## config.mk

```make
export PLATFORM = sky130hd
export DESIGN_NAME = resid_dispatch
export DESIGN_NICKNAME = d
export VERILOG_FILES = /design/src/rtl/resid_dispatch.sv
export SDC_FILE = /design/constraint.sdc
export NUM_CORES = 1
export LEC_CHECK = 0
export ABC_AREA = 1
export BUFFER_PORTS_ARGS = -buffer_cell sky130_fd_sc_hd__buf_4
export CORE_AREA = 2 2 312 314
export DETAILED_ROUTE_END_ITERATION = 8
export DIE_AREA = 0 0 314 316
export GPL_TIMING_DRIVEN = 0
export PLACE_DENSITY = 0.35
export SLEW_MARGIN = 20
export SYNTH_ARGS = -nofsm -noshare
export SYNTH_HDL_FRONTEND = slang
export SYNTH_SLANG_ARGS = --single-unit
```

## constraint.sdc

```tcl
create_clock -name clk -period 3.33 [get_ports clk]
set_input_delay 0.666 -clock clk [delete_from_list [all_inputs] [get_ports clk]]
set_output_delay 0.666 -clock clk [all_outputs]
set_load 0.02 [all_outputs]
```

## src/rtl/resid_dispatch.sv

```systemverilog
module resid_dispatch #(
  parameter int ADDRW = 32,
  parameter int OFFW  = 16
) (
  input  logic               clk,
  input  logic               rst_n,
  input  logic               start,
  input  logic               intra,
  input  logic [383:0]       nnz_tab,
  input  logic [15:0]        dc_nz,
  input  logic [16*OFFW-1:0] blk_off,
  input  logic [ADDRW-1:0]   pix_base,
  input  logic [ADDRW-1:0]   coef_base,
  input  logic               cmd_done,
  output logic               busy,
  output logic               cmd_valid,
  output logic [1:0]         cmd_kind,
  output logic [3:0]         cmd_blk,
  output logic [ADDRW-1:0]   cmd_dst,
  output logic [ADDRW-1:0]   cmd_addr
);
  localparam int NBLK     = 16;
  localparam int BLK_SHFT = 6;
  localparam logic [1:0] K_FULL = 2'd1;
  localparam logic [1:0] K_DC   = 2'd2;

  typedef enum logic [1:0] {S_IDLE, S_EVAL, S_WAIT} st_t;
  st_t st;
  logic [3:0] idx;
  logic       mode_r, pend2;

  logic [NBLK-1:0] nz;
  for (genvar n = 0; n < NBLK; n++) begin : g_nz
    localparam int COL  = (n & 1) + ((n >> 2) & 1) * 2;
    localparam int ROW  = ((n >> 1) & 1) + ((n >> 3) & 1) * 2;
    localparam int SLOT = 12 + COL + ROW * 8;
    assign nz[n] = |nnz_tab[SLOT*8 +: 8];
  end

  wire [3:0] odd     = {idx[3:1], 1'b1};
  wire       full_hit = mode_r ? (nz[idx] | nz[odd]) : nz[idx];
  wire       dc_hit   = mode_r & (dc_nz[idx] | dc_nz[odd]);
  wire       last     = mode_r ? (idx == 4'd14) : (idx == 4'd15);
  wire [3:0] step     = mode_r ? 4'd2 : 4'd1;
  wire [3:0] nblk     = (st == S_WAIT) ? odd : idx;
  wire [ADDRW-1:0] dst_n  = pix_base + ADDRW'(blk_off[nblk*OFFW +: OFFW]);
  wire [ADDRW-1:0] addr_n = coef_base + (ADDRW'(nblk) << BLK_SHFT);

  assign busy      = (st != S_IDLE);
  assign cmd_valid = (st == S_WAIT);

  always_ff @(posedge clk or negedge rst_n) begin
    if (!rst_n) begin
      st       <= S_IDLE;
      idx      <= '0;
      mode_r   <= 1'b0;
      pend2    <= 1'b0;
      cmd_kind <= '0;
      cmd_blk  <= '0;
      cmd_dst  <= '0;
      cmd_addr <= '0;
    end else begin
      case (st)
        S_IDLE: if (start) begin
          st     <= S_EVAL;
          idx    <= '0;
          mode_r <= intra;
        end
        S_EVAL: begin
          if (full_hit || dc_hit) begin
            st       <= S_WAIT;
            cmd_kind <= full_hit ? K_FULL : K_DC;
            cmd_blk  <= idx;
            cmd_dst  <= dst_n;
            cmd_addr <= addr_n;
            pend2    <= mode_r & full_hit;
          end else if (last) begin
            st <= S_IDLE;
          end else begin
            idx <= idx + step;
          end
        end
        S_WAIT: if (cmd_done) begin
          if (pend2) begin
            pend2    <= 1'b0;
            cmd_blk  <= odd;
            cmd_dst  <= dst_n;
            cmd_addr <= addr_n;
          end else if (last) begin
            st <= S_IDLE;
          end else begin
            st  <= S_EVAL;
            idx <= idx + step;
          end
        end
        default: st <= S_IDLE;
      endcase
    end
  end

  assert_hold_R5: assert property (@(posedge clk) disable iff (!rst_n)
    cmd_valid && !cmd_done |=> cmd_valid && $stable(cmd_blk) && $stable(cmd_dst) && $stable(cmd_kind));
  assert_valid_in_busy_R1: assert property (@(posedge clk) disable iff (!rst_n)
    cmd_valid |-> busy);
  assert_inter_full_R3: assert property (@(posedge clk) disable iff (!rst_n)
    cmd_valid && !mode_r |-> cmd_kind == K_FULL);
  assert_dc_even_R7: assert property (@(posedge clk) disable iff (!rst_n)
    cmd_valid && cmd_kind == K_DC |-> !cmd_blk[0]);
  assert_addr_align_R4: assert property (@(posedge clk) disable iff (!rst_n)
    cmd_valid |-> (cmd_addr - coef_base) == (ADDRW'(cmd_blk) << BLK_SHFT));
  assert_busy_hold_R1: assert property (@(posedge clk) disable iff (!rst_n)
    busy && start |=> $stable(mode_r));
endmodule

```

==> impl_metrics.json <==
{
  "vdd.ir_drop.worst_mv": 0.283,
  "critPathKind": "register to register",
  "hold_viol_final": 0,
  "syn_nets": 2171,
  "ys_types": 44,
  "cp-startpoint": "st[0]",
  "grt_pass1_vias": 13100,
  "post-route-period-util_pct": 108,
  "p_leak_nw": 7.68,
  "synth.top_cell.area_share_pct": 22.8,
  "ioPinCount": 797,
  "antenna_left": 0,
  "routabilityCongestion": 0.840,
  "grtUsageTotal_pct": 13.8,
  "met3_usage_pct": 3.56,
  "synth_seq_cells": 78,
  "async_reset_ff_share_pct": 100,
  "yosysWarnings": 0,
  "area_growth_syn_to_layout_pct": 92.2,
  "vias": 12300,
  "cts_num_sinks": 78,
  "portBuffers": 540,
  "syn_area_um2": 8570,
  "max_cap_viol_count": 0,
  "gr-max-usage-layer": "met2",
  "via_per_inst": 3.73,
  "ys.flop_type": "dfrtp_1",
  "root_buffer": "clkbuf_16",
  "ys_seq_area_share_pct": 22.8,
  "worstSetupEndpointType": "register",
  "syn_avg_cell_area_um2": 6.05,
  "tightest_slew_ns": 0.783,
  "cp.arrival_ns": 3.88,
  "violations": "setup timing",
  "required_ns": 3.63,
  "wl_per_cell_um": 21.3,
  "synth_area_leaders": "dfrtp_1 (23%), nand2_1 (19%), nor2_1 (9.2%)",
  "start_util_pct": 8.92,
  "place_hpwl_um": 59700,
  "die_height_um": 316,
  "cts_max_level": 3,
  "post-route-util_pct": 17.2,
  "cts_inserted_buffers": 9,
  "num_rows": 114,
  "r2r_slack_ns": -0.25,
  "grt_setup_unrepaired": "yes",
  "finalInstanceArea_um2": 16500,
  "status": "finished with violations",
  "cts_hold_buffers": 0,
  "finalSetupViolations": 28,
  "hold_path.class": "primary input to async pin",
  "drc": 0,
  "final_max_slew_viol_count": 0,
  "drt_iter0_drc": 555,
  "layout-drive-gt1-share_pct": 42.9,
  "p_per_area_nw_per_um2": 883,
  "design.die.area_um2": 99200,
  "period_minus_slack_ns": 3.58,
  "grtUsageMet1_pct": 16.1,
  "grt_max_degree": 79,
  "setup_ws_ns": -0.250,
  "syn_inst": 1416,
  "maxSlewHeadroom_pct": 47.8,
  "reg2regPathDepth": 23,
  "cp_max_fo": 6,
  "clk_path_buf_depth": 2,
  "worstSetupStartpointType": "register",
  "tns_ns": -4.11,
  "r2r_start": "st[0]",
  "gr-usage-met2_pct": 24.7,
  "nets": 2778,
  "die_w_um": 314,
  "clkTransAtPathRegs_ns": 0.08,
  "core-area_um2": 96000,
  "antenna_found_initial": 16,
  "clock_latency_ns": 0.37,
  "wirelength_um": 70300,
  "first_pass_iters": 5,
  "placed_area_um2": 14200,
  "yosysTopAreaCell": "dfrtp_1",
  "skew_ns": 0.0141,
  "cts_tree": "yes",
  "grt_overflow": 0,
  "synth_edf_count": 0,
  "grt_pass1_wl_um": 96700,
  "max_freq_ghz": 0.279
}
==> repair_timing <==
item	CTS	global route
gates cloned	4	0
resized for setup	315	86
setup endpoints to repair	57	44
buffers inserted	40	14
pin swaps	49	65
==> where the power goes <==
group / total, mW / internal (mW) / switching, mW
logic: 11.8 / 4.66 / 7.11
clock network: 1.02 / 0.523 / 0.496
registers: 1.75 / 1.43 / 0.319
total: 14.5 / 6.62 / 7.92
==> per-layer routing <==
metal,share of wire [%],vias up
met5,0.077,-
met2,49,510
met3,6.6,84
li1,-,5997
met4,3.1,10
met1,41,5731
==> worst max-delay path, stage by stage (launching register included) <==
cell and delay [ns]:
dfrtp_1 0.38, inv_2 0.06, ha_4 0.17, nor2_4 0.10, buf_12 0.15, inv_8 0.05
buf_16 0.13, buf_12 0.15, buf_12 0.15, a21oi_2 0.15, a221oi_2 0.11, o31ai_4 0.31
inv_2 0.09, ha_4 0.29, nand2_1 0.09, nor2_4 0.15, inv_2 0.08, nor3_4 0.21
nand2_4 0.10, nand2_4 0.10, nand2_1 0.07, xor2_1 0.16, nand4_1 0.12, nand2_1 0.10
==> final cells by class <==
cell class                 count  area [um^2]
timing repair buffer         597         4610
antenna                        3         7.51
clock inverter                 7         67.6
fill                       11200        79500
multi-input combinational   1158         6870
buffer                        79          732
tap                         1276         1600
sequential                    78         1960
inverter                     100          395
clock buffer                   9          225
==> final timing paths <==
| kind | end |
|---|---|
| setup / recovery | cmd_dst[24] |
| hold / removal | cmd_addr[1] |
| setup reg to reg | cmd_dst[24] |
| hold reg to reg | cmd_dst[20] |
| max in group asynchronous | idx[2] |
| min in group clk | cmd_dst[20] |
==> placed cells by master, fill, tap and decap left out, drive strengths merged <==
master / n
inv: 103
nor2: 211
nor4: 6
o211ai: 2
o21ai: 111
xnor2: 13
o221ai: 1
ha: 27
a21oi: 68
nand2: 443
diode: 3
clkinvlp: 1
fa: 3
clkinv: 3
buf: 632
nand4: 79
a221oi: 11
a211o: 1
xor2: 32
a221o: 1
o22ai: 2
and3: 2
nor3: 20
a32o: 20
o21a: 1
a21boi: 1
and2: 1
o221a: 20
a21o: 1
o31ai: 11
clkbuf: 53
nand3: 57
nand3b: 5
o2111ai: 1
or2: 7
dfrtp: 78
==> through the flow <==
step                      hold WS [ns]  cells  setup WS, ns  total power [mW]
after floorplan                  0.370   1416      0.000631              6.59
after global routing             0.406   3305        -0.477              15.7
after global placement           0.458   3232         -2.52              10.9
final                            0.358   3307        -0.250              14.5
after CTS                        0.382   3291        -0.365              14.2
after detailed placement         0.460   3232         -2.26              10.9
==> synthesized netlist by cell type, types with 2 or more instances <==
| cell | n |
|---|---|
| nand2_1 | 441 |
| nor2_1 | 211 |
| o21ai_0 | 109 |
| inv_1 | 96 |
| nand4_1 | 79 |
| dfrtp_1 | 78 |
| a21oi_1 | 68 |
| nand3_1 | 54 |
| clkbuf_1 | 45 |
| xor2_1 | 32 |
| ha_1 | 27 |
| buf_2 | 26 |
| a32o_1 | 20 |
| nor3_1 | 20 |
| o221a_2 | 16 |
| xnor2_1 | 13 |
| a221oi_1 | 11 |
| o31ai_1 | 11 |
| buf_1 | 6 |
| nor4_1 | 6 |
| or2_1 | 6 |
| nand3b_1 | 5 |
| inv_2 | 4 |
| o221a_1 | 4 |
| buf_6 | 3 |
| fa_1 | 3 |
| and3_1 | 2 |
| nand3_2 | 2 |
| o211ai_1 | 2 |
| o22ai_1 | 2 |
==> flip-flops by register name, indices dropped and copies added, names as in the netlist <==
| signal | flops |
|---|---|
| st | 2 |
| cmd_dst | 32 |
| idx | 4 |
| pend2 | 1 |
| cmd_kind | 2 |
| cmd_addr | 32 |
| mode_r | 1 |
| cmd_blk | 4 |
==> kinds of logic (layout without fill, tap and decap cells) <==
kind of cell,count (synthesis),count (layout),synth area share [%]
buf+inv,181,792,8.62
other cells,0,3,0
fa+ha+maj,30,30,4.65
flops,78,78,22.8
compound gates,252,252,18.6
xor+xnor,45,45,4.60
simple gates,830,831,40.8
Note: power is estimated with default switching activity, not from simulation.
